$ cat src/rtl/dma_regs_pkg.sv
package dma_regs_pkg;
  localparam logic [7:0] OFS_GCTRL = 8'h10;
  localparam logic [7:0] OFS_POLL  = 8'h14;
  localparam logic [7:0] OFS_CSEL  = 8'h18;
  localparam logic [7:0] OFS_CCTRL = 8'h1C;
  localparam logic [7:0] OFS_CBASE = 8'h20;
  localparam logic [7:0] OFS_CCNT  = 8'h24;
  localparam logic [7:0] OFS_CSTAT = 8'h28;
  localparam logic [7:0] OFS_CIEN  = 8'h2C;
  localparam logic [7:0] OFS_PSEL  = 8'h40;
  localparam logic [7:0] OFS_PCTRL = 8'h44;
  localparam logic [7:0] OFS_GIEN  = 8'hF4;

  localparam int STAT_W   = 8;
  localparam int DONE_BIT = 3;
  localparam logic [STAT_W-1:0] ACK_MASK = 8'h7E;

  typedef enum logic [2:0] {
    SLOT_NONE, SLOT_CTRL, SLOT_BASE, SLOT_CNT, SLOT_STAT, SLOT_IEN
  } chan_slot_e;
endpackage

$ cat src/rtl/dma_chan_bank.sv
module dma_chan_bank
  import dma_regs_pkg::*;
#(
  parameter int CNT_W   = 16,
  parameter int RST_CYC = 4
) (
  input  logic              clk,
  input  logic              rst_n,
  input  logic              clr,
  input  logic              wr,
  input  chan_slot_e        slot,
  input  logic [31:0]       wdata,
  input  logic              done_evt,
  output logic              on,
  output logic              tx,
  output logic [1:0]        weight,
  output logic              busy,
  output logic [31:0]       base,
  output logic [CNT_W-1:0]  count,
  output logic [CNT_W-1:0]  idx,
  output logic [STAT_W-1:0] stat,
  output logic [STAT_W-1:0] ien
);
  localparam int RC_W = $clog2(RST_CYC + 1);

  logic [RC_W-1:0]   rcnt;
  logic              take_done;
  logic [CNT_W-1:0]  idx_next;
  logic [STAT_W-1:0] stat_ack;

  assign take_done = done_evt && on && !busy;
  assign idx_next  = (count == '0) ? '0 :
                     ((idx + 1'b1) >= count) ? '0 : idx + 1'b1;
  assign stat_ack  = (wr && slot == SLOT_STAT) ? (wdata[STAT_W-1:0] & ACK_MASK) : '0;

  always_ff @(posedge clk or negedge rst_n) begin
    if (!rst_n) begin
      on <= 1'b0; tx <= 1'b0; weight <= '0; busy <= 1'b0; rcnt <= '0;
      base <= '0; count <= '0; idx <= '0; stat <= '0; ien <= '0;
    end else if (clr) begin
      on <= 1'b0; tx <= 1'b0; weight <= '0; busy <= 1'b0; rcnt <= '0;
      base <= '0; count <= '0; idx <= '0; stat <= '0; ien <= '0;
    end else begin
      if (busy) begin
        rcnt <= rcnt - 1'b1;
        if (rcnt == RC_W'(1)) begin
          busy <= 1'b0;
          on   <= 1'b0;
          stat <= '0;
          idx  <= '0;
        end
      end else begin
        if (wr && slot == SLOT_CTRL) begin
          on     <= wdata[0];
          tx     <= wdata[8];
          weight <= wdata[17:16];
          if (wdata[1]) begin
            busy <= 1'b1;
            rcnt <= RC_W'(RST_CYC);
          end
        end
        if (take_done) idx <= idx_next;
        stat <= (stat & ~stat_ack) | (take_done ? STAT_W'(1) << DONE_BIT : '0);
      end
      if (wr && slot == SLOT_BASE) base  <= wdata;
      if (wr && slot == SLOT_CNT)  count <= wdata[CNT_W-1:0];
      if (wr && slot == SLOT_IEN)  ien   <= wdata[STAT_W-1:0];
    end
  end

  // checker window counter
  logic [RC_W+1:0] chk_busy;
  always_ff @(posedge clk or negedge rst_n) begin
    if (!rst_n) chk_busy <= '0;
    else if (busy) chk_busy <= chk_busy + 1'b1;
    else chk_busy <= '0;
  end

  a_r4_reset_clears: assert property (@(posedge clk) disable iff (!rst_n)
    $fell(busy) |-> (!on && stat == '0 && idx == '0));
  a_r4_busy_window: assert property (@(posedge clk) disable iff (!rst_n)
    chk_busy <= (RC_W+2)'(RST_CYC));
endmodule

$ cat src/rtl/dma_global_regs.sv
module dma_global_regs
  import dma_regs_pkg::*;
#(
  parameter int NCH   = 20,
  parameter int NPORT = 5
) (
  input  logic                clk,
  input  logic                rst_n,
  input  logic                wr_en,
  input  logic [7:0]          addr,
  input  logic [31:0]         wdata,
  output logic                eng_clr,
  output logic [NCH-1:0]      gen_en,
  output logic                poll_en,
  output logic                poll_div4,
  output logic [$clog2(NPORT)-1:0] psel,
  output logic [NPORT*32-1:0] port_ctrl
);
  localparam int PSW = $clog2(NPORT);

  logic [31:0] pctl [NPORT];
  logic        psel_ok;

  assign psel_ok = (32'(psel) < NPORT);

  always_ff @(posedge clk or negedge rst_n) begin
    if (!rst_n) begin
      eng_clr <= 1'b0; gen_en <= '0; poll_en <= 1'b0; poll_div4 <= 1'b0; psel <= '0;
    end else begin
      eng_clr <= wr_en && addr == OFS_GCTRL && wdata[0];
      if (eng_clr) gen_en <= '0;
      else if (wr_en && addr == OFS_GIEN) gen_en <= wdata[NCH-1:0];
      if (wr_en && addr == OFS_POLL) begin
        poll_en   <= wdata[31];
        poll_div4 <= wdata[6];
      end
      if (wr_en && addr == OFS_PSEL) psel <= wdata[PSW-1:0];
    end
  end

  for (genvar p = 0; p < NPORT; p++) begin : g_port
    always_ff @(posedge clk or negedge rst_n) begin
      if (!rst_n) pctl[p] <= '0;
      else if (wr_en && addr == OFS_PCTRL && psel_ok && 32'(psel) == p) pctl[p] <= wdata;
    end
    assign port_ctrl[p*32 +: 32] = pctl[p];
  end

  a_r10_gen_cleared: assert property (@(posedge clk) disable iff (!rst_n)
    $past(eng_clr) |-> gen_en == '0);
endmodule

$ cat src/rtl/dma_irq_combine.sv
module dma_irq_combine
  import dma_regs_pkg::*;
#(
  parameter int NCH = 20
) (
  input  logic              clk,
  input  logic              rst_n,
  input  logic [STAT_W-1:0] stat [NCH],
  input  logic [STAT_W-1:0] ien  [NCH],
  input  logic [NCH-1:0]    gen_en,
  output logic              irq
);
  logic [NCH-1:0] pend;

  for (genvar n = 0; n < NCH; n++) begin : g_pend
    assign pend[n] = gen_en[n] && ((stat[n] & ien[n]) != '0);
  end

  always_ff @(posedge clk or negedge rst_n) begin
    if (!rst_n) irq <= 1'b0;
    else irq <= |pend;
  end

  a_r6_irq_needs_gate: assert property (@(posedge clk) disable iff (!rst_n)
    $rose(irq) |-> $past(gen_en != '0));
endmodule

$ cat src/rtl/dma_chan_regs.sv
module dma_chan_regs
  import dma_regs_pkg::*;
#(
  parameter int NCH     = 20,
  parameter int NPORT   = 5,
  parameter int CNT_W   = 16,
  parameter int RST_CYC = 4
) (
  input  logic                 clk,
  input  logic                 rst_n,
  input  logic                 wr_en,
  input  logic                 rd_en,
  input  logic [7:0]           addr,
  input  logic [31:0]          wdata,
  output logic [31:0]          rdata,
  output logic                 rd_valid,
  input  logic [NCH-1:0]       desc_done,
  output logic [NCH-1:0]       chan_on,
  output logic [NCH-1:0]       chan_tx,
  output logic [NCH*2-1:0]     chan_weight,
  output logic [NCH*32-1:0]    chan_base,
  output logic [NCH*CNT_W-1:0] chan_count,
  output logic [NCH*CNT_W-1:0] chan_idx,
  output logic [NCH-1:0]       chan_rst_busy,
  output logic                 poll_en,
  output logic                 poll_div4,
  output logic [NPORT*32-1:0]  port_ctrl,
  output logic                 irq
);
  localparam int SELW = $clog2(NCH);
  localparam int PSW  = $clog2(NPORT);

  logic [SELW-1:0]   csel;
  logic              csel_ok;
  logic [SELW-1:0]   csel_idx;
  chan_slot_e        slot;
  logic              eng_clr;
  logic [NCH-1:0]    gen_en;
  logic [PSW-1:0]    psel;
  logic [STAT_W-1:0] stat_a [NCH];
  logic [STAT_W-1:0] ien_a  [NCH];
  logic [31:0]       ctrl_rd [NCH];
  logic [31:0]       base_a  [NCH];
  logic [CNT_W-1:0]  cnt_a   [NCH];
  logic [31:0]       rd_next;

  assign csel_ok  = (32'(csel) < NCH);
  assign csel_idx = csel_ok ? csel : '0;

  always_comb begin
    unique case (addr)
      OFS_CCTRL: slot = SLOT_CTRL;
      OFS_CBASE: slot = SLOT_BASE;
      OFS_CCNT:  slot = SLOT_CNT;
      OFS_CSTAT: slot = SLOT_STAT;
      OFS_CIEN:  slot = SLOT_IEN;
      default:   slot = SLOT_NONE;
    endcase
  end

  always_ff @(posedge clk or negedge rst_n) begin
    if (!rst_n) csel <= '0;
    else if (wr_en && addr == OFS_CSEL) csel <= wdata[SELW-1:0];
  end

  for (genvar c = 0; c < NCH; c++) begin : g_chan
    dma_chan_bank #(.CNT_W(CNT_W), .RST_CYC(RST_CYC)) u_bank (
      .clk      (clk),
      .rst_n    (rst_n),
      .clr      (eng_clr),
      .wr       (wr_en && csel_ok && csel == SELW'(c)),
      .slot     (slot),
      .wdata    (wdata),
      .done_evt (desc_done[c]),
      .on       (chan_on[c]),
      .tx       (chan_tx[c]),
      .weight   (chan_weight[c*2 +: 2]),
      .busy     (chan_rst_busy[c]),
      .base     (base_a[c]),
      .count    (cnt_a[c]),
      .idx      (chan_idx[c*CNT_W +: CNT_W]),
      .stat     (stat_a[c]),
      .ien      (ien_a[c])
    );
    assign chan_base[c*32 +: 32]        = base_a[c];
    assign chan_count[c*CNT_W +: CNT_W] = cnt_a[c];
    assign ctrl_rd[c] = {14'b0, chan_weight[c*2 +: 2], 7'b0, chan_tx[c],
                         6'b0, chan_rst_busy[c], chan_on[c]};
  end

  dma_global_regs #(.NCH(NCH), .NPORT(NPORT)) u_glob (
    .clk       (clk),
    .rst_n     (rst_n),
    .wr_en     (wr_en),
    .addr      (addr),
    .wdata     (wdata),
    .eng_clr   (eng_clr),
    .gen_en    (gen_en),
    .poll_en   (poll_en),
    .poll_div4 (poll_div4),
    .psel      (psel),
    .port_ctrl (port_ctrl)
  );

  dma_irq_combine #(.NCH(NCH)) u_irq (
    .clk    (clk),
    .rst_n  (rst_n),
    .stat   (stat_a),
    .ien    (ien_a),
    .gen_en (gen_en),
    .irq    (irq)
  );

  always_comb begin
    rd_next = '0;
    if (slot != SLOT_NONE) begin
      if (csel_ok) begin
        unique case (slot)
          SLOT_CTRL: rd_next = ctrl_rd[csel_idx];
          SLOT_BASE: rd_next = base_a[csel_idx];
          SLOT_CNT:  rd_next = 32'(cnt_a[csel_idx]);
          SLOT_STAT: rd_next = 32'(stat_a[csel_idx]);
          SLOT_IEN:  rd_next = 32'(ien_a[csel_idx]);
          default:   rd_next = '0;
        endcase
      end
    end else begin
      unique case (addr)
        OFS_GCTRL: rd_next = {31'b0, eng_clr};
        OFS_POLL:  rd_next = {poll_en, 24'b0, poll_div4, 6'b0};
        OFS_CSEL:  rd_next = 32'(csel);
        OFS_GIEN:  rd_next = 32'(gen_en);
        OFS_PSEL:  rd_next = 32'(psel);
        OFS_PCTRL: rd_next = (32'(psel) < NPORT) ? port_ctrl[32'(psel)*32 +: 32] : '0;
        default:   rd_next = '0;
      endcase
    end
  end

  always_ff @(posedge clk or negedge rst_n) begin
    if (!rst_n) begin
      rdata <= '0; rd_valid <= 1'b0;
    end else begin
      rd_valid <= rd_en;
      rdata    <= rd_en ? rd_next : '0;
    end
  end

  a_r2_oor_reads_zero: assert property (@(posedge clk) disable iff (!rst_n)
    (rd_en && !csel_ok && slot != SLOT_NONE) |=> rdata == '0);
  a_r12_valid_follows: assert property (@(posedge clk) disable iff (!rst_n)
    rd_valid |-> $past(rd_en));
endmodule

$ cat config.mk
export PLATFORM = sky130hd
export DESIGN_NAME = dma_chan_regs
export DESIGN_NICKNAME = d
export VERILOG_FILES = /design/src/rtl/dma_regs_pkg.sv /design/src/rtl/dma_chan_bank.sv /design/src/rtl/dma_global_regs.sv /design/src/rtl/dma_irq_combine.sv /design/src/rtl/dma_chan_regs.sv
export SDC_FILE = /design/constraint.sdc
export NUM_CORES = 2
export LEC_CHECK = 0
export ABC_CLOCK_PERIOD_IN_PS = 3800
export BUFFER_PORTS_ARGS = -buffer_cell sky130_fd_sc_hd__buf_2
export CAP_MARGIN = 20
export CORE_AREA = 2 2 637 639
export CTS_CLUSTER_DIAMETER = 100
export DETAILED_ROUTE_END_ITERATION = 10
export DIE_AREA = 0 0 639 641
export SYNTH_ARGS = -nofsm -noshare
export SYNTH_HDL_FRONTEND = slang
export SYNTH_SLANG_ARGS = --single-unit
$ cat constraint.sdc
create_clock -name clk -period 3.8 [get_ports clk]
set_clock_uncertainty 0.15 [all_clocks]
set_input_delay 0 -clock clk [delete_from_list [all_inputs] [get_ports clk]]
set_output_delay 0 -clock clk [all_outputs]
set_load 0.005 [all_outputs]
==> run metrics <==
outcome=finished with violations; failing checks=negative setup slack; cell with the most instances after synthesis=nand2_1; IO Port Bufs=1639; Die X=639 um; layout cells sized above 1=0.239; post-route ant nets=0; Syn Area/Cell=8.85 sq um; fillers=41900; clock sink count=1945; max_slew headroom=0.128; critical path endpoint category=flop; max-cap viol count=0; Leakage=63.5 nW; final instance area=134000 sq um; Synth async-reset ratio=1.00; worst endpoint required time=4.58 ns; Worst EP arrival=4.65 ns; Nets=14200; EDFF count, synth=0; # setup viols final=3; synthesized cell area=106000 sq um; Die ar.=410000 sq um; slew at the pin closest to its max-slew limit=1.30 ns; routed wire length=717000 um; TritonRoute pass-1 iters=8; CP Launch Type=flop; Initial Util=0.264; min-delay worst type=primary input to flop; Post-Route Utilization=0.332; largest net degree at the start of global routing=178; Peak VDD IR=0.360 mV; DR iter-0 viols=14700; Tmin final=3.87 ns; Fin. Hold Viols=0; Setup CP Type=flop to flop; top-area cell type share of the netlist area=0.459; top post-synthesis cells by count=nand2_1 (3126), dfrtp_1 (1945), a21oi_1 (1543); CTS root buf=clkbuf_16; vias in the first global route=101000; total power draw=49.3 mW; Synth Instances=12000; pwr/cell area=369 nW/um^2; Fmax achieved=258 MHz; WL/cell=37.2 um; DRC Markers=0; top cells by area, synth=dfrtp_1 (46%), nand2_1 (11%), a21oi_1 (7.3%); Vias/cell=5.63; HPWL Detailed=550000 um; GRT Total Usage=0.337; Setup TNS Final=-0.152 ns; worst hold slack=0.00692 ns; #FFs+latches synth=1945; CTS tree=done; Cell Area, Placed=124000 sq um; library cells used by synthesis=89; TritonCTS buffer count=242; Mapped Nets=12400; part of the cycle the worst path needs=1.02; core box area=402000 sq um; synth warn=0; Rows=233; prevailing post-synth register cell=dfrtp_1; CTS Buffer Depth=4; Area growth, synth to finish=26.0%; first-pass GRT wire length=943000 um; final RePlAce weighted congestion=1.03; total I/O pin count=1640; Final Slew Violations=0; gr ovfl total=0; CTS H-tree lvls=4; Clock Latency Late Sink=1.00 ns; register area share after synthesis=0.459; Setup WS post-layout=-0.0702 ns; area leader, netlist=dfrtp_1; antenna violations before repair=75; die height=641 um; vias=109000; clk slew on worst S/H paths=0.07 ns; peak fanout along the critical path=35
## stage by stage
stage	setup slack (ns)	cells
floorplan	0.195	12000
global placement	-0.532	18700
detailed placement	-0.499	18700
CTS	0.00991	19200
global route	-0.134	19300
finish	-0.0702	19300
## critical path, stage by stage (launching register included)
cell and delay, ns:
dfrtp_4 0.59, o21ai_4 0.35, nand2_8 0.32, nand2_1 0.58
buf_4 0.26, nor2_1 0.07, a2111oi_1 0.82, buf_4 0.29
nand4_1 0.15, a41oi_1 0.26
## cell usage in the layout (no fill, tap or decap), drive strengths merged, types with 107 or more instances in the layout
| cell type | n |
|---|---|
| nor2 | 409 |
| nand3 | 326 |
| nor4 | 109 |
| nand2b | 119 |
| dfrtp | 1945 |
| and3 | 111 |
| a21oi | 1544 |
| inv | 447 |
| mux2 | 187 |
| a22oi | 126 |
| dlygate4sd3 | 107 |
| xor2 | 120 |
| a21o | 165 |
| xnor2 | 159 |
| mux2i | 222 |
| mux4 | 135 |
| ha | 380 |
| clkbuf | 329 |
| nand2 | 3127 |
| buf | 2328 |
| o21ai | 332 |
| nor3 | 109 |
## report_power, final
| part | switching [mW] | internal [mW] |
|---|---|---|
| registers | 0.176 | 20.8 |
| logic | 2.67 | 0.866 |
| clock network | 10.6 | 14.1 |
| total | 13.4 | 35.9 |
## registers in the layout (all words and copies together), names as in the netlist, 32 cells and up
signal,flops
g_chan.u_bank.rcnt,60
g_chan.u_bank.count,320
g_chan.u_bank.ien,160
g_chan.u_bank.idx,320
g_chan.u_bank.stat,120
g_chan.u_bank.base,640
g_chan.u_bank.weight,40
u_glob.port_ctrl,160
rdata,32
## final cells by class
cell class / instances / area, sq um / share of cell area
inverter: 435 / 1640 / 0.0122
multi-input combinational: 8705 / 52600 / 0.394
timing repair buffer: 2435 / 15700 / 0.117
sequential: 1945 / 48700 / 0.365
clock inverter: 114 / 1400 / 0.0105
tap: 5287 / 6620 / 0.0495
antenna: 33 / 82.6 / 0.000618
clock buffer: 329 / 6850 / 0.0513
## path summary, 6_finish.rpt
| path | from | endpoint | slack (ns) | depth (start not counted) |
|---|---|---|---|---|
| min in group asynchronous | rst_n | g_chan[5].u_bank.count[5] | 0.26 | 4 |
| max in group asynchronous | rst_n | g_chan[17].u_bank.base[9] | 1.83 | 6 |
| worst max-delay path | csel[3] | rdata[2] | -0.07 | 9 |
| worst min-delay path | wdata[0] | g_chan[19].u_bank.base[0] | 0.007 | 4 |
| worst min register to register | g_chan[11].u_bank.stat[1] | g_chan[11].u_bank.stat[1] | 0.37 | 1 |
| worst max register to register | csel[3] | rdata[2] | -0.07 | 9 |
## routing by layer
metal  part of all wire  GRT usage  vias up  routed length [um]
li1                   -          -    45000                   -
met1               0.35      0.391    54500              253000
met2               0.44      0.520     7146              316000
met3               0.11      0.105     1837               78600
met4              0.096      0.256       24               68600
met5            0.00023          0        -                 162
## kinds of logic after synthesis
family / synth area share
AND/OR/NAND/NOR: 0.189
AO/OA/AOI/OAI: 0.162
flip-flops: 0.459
buffers and inverters: 0.0532
multiplexers: 0.0695
adder cells (fa/ha/maj): 0.0448
XOR/XNOR: 0.0230
## repair_timing
action / CTS / global route
resized for setup: 15 / 102
endpoints found under the setup margin: 21 / 233
cloned: 0 / 2
hold endpoints to repair: 3748 / 0
setup buffers: 0 / 6
pin swaps: 2 / 12
hold buffers: 113 / 0
Note: power is estimated with default switching activity, not from simulation.
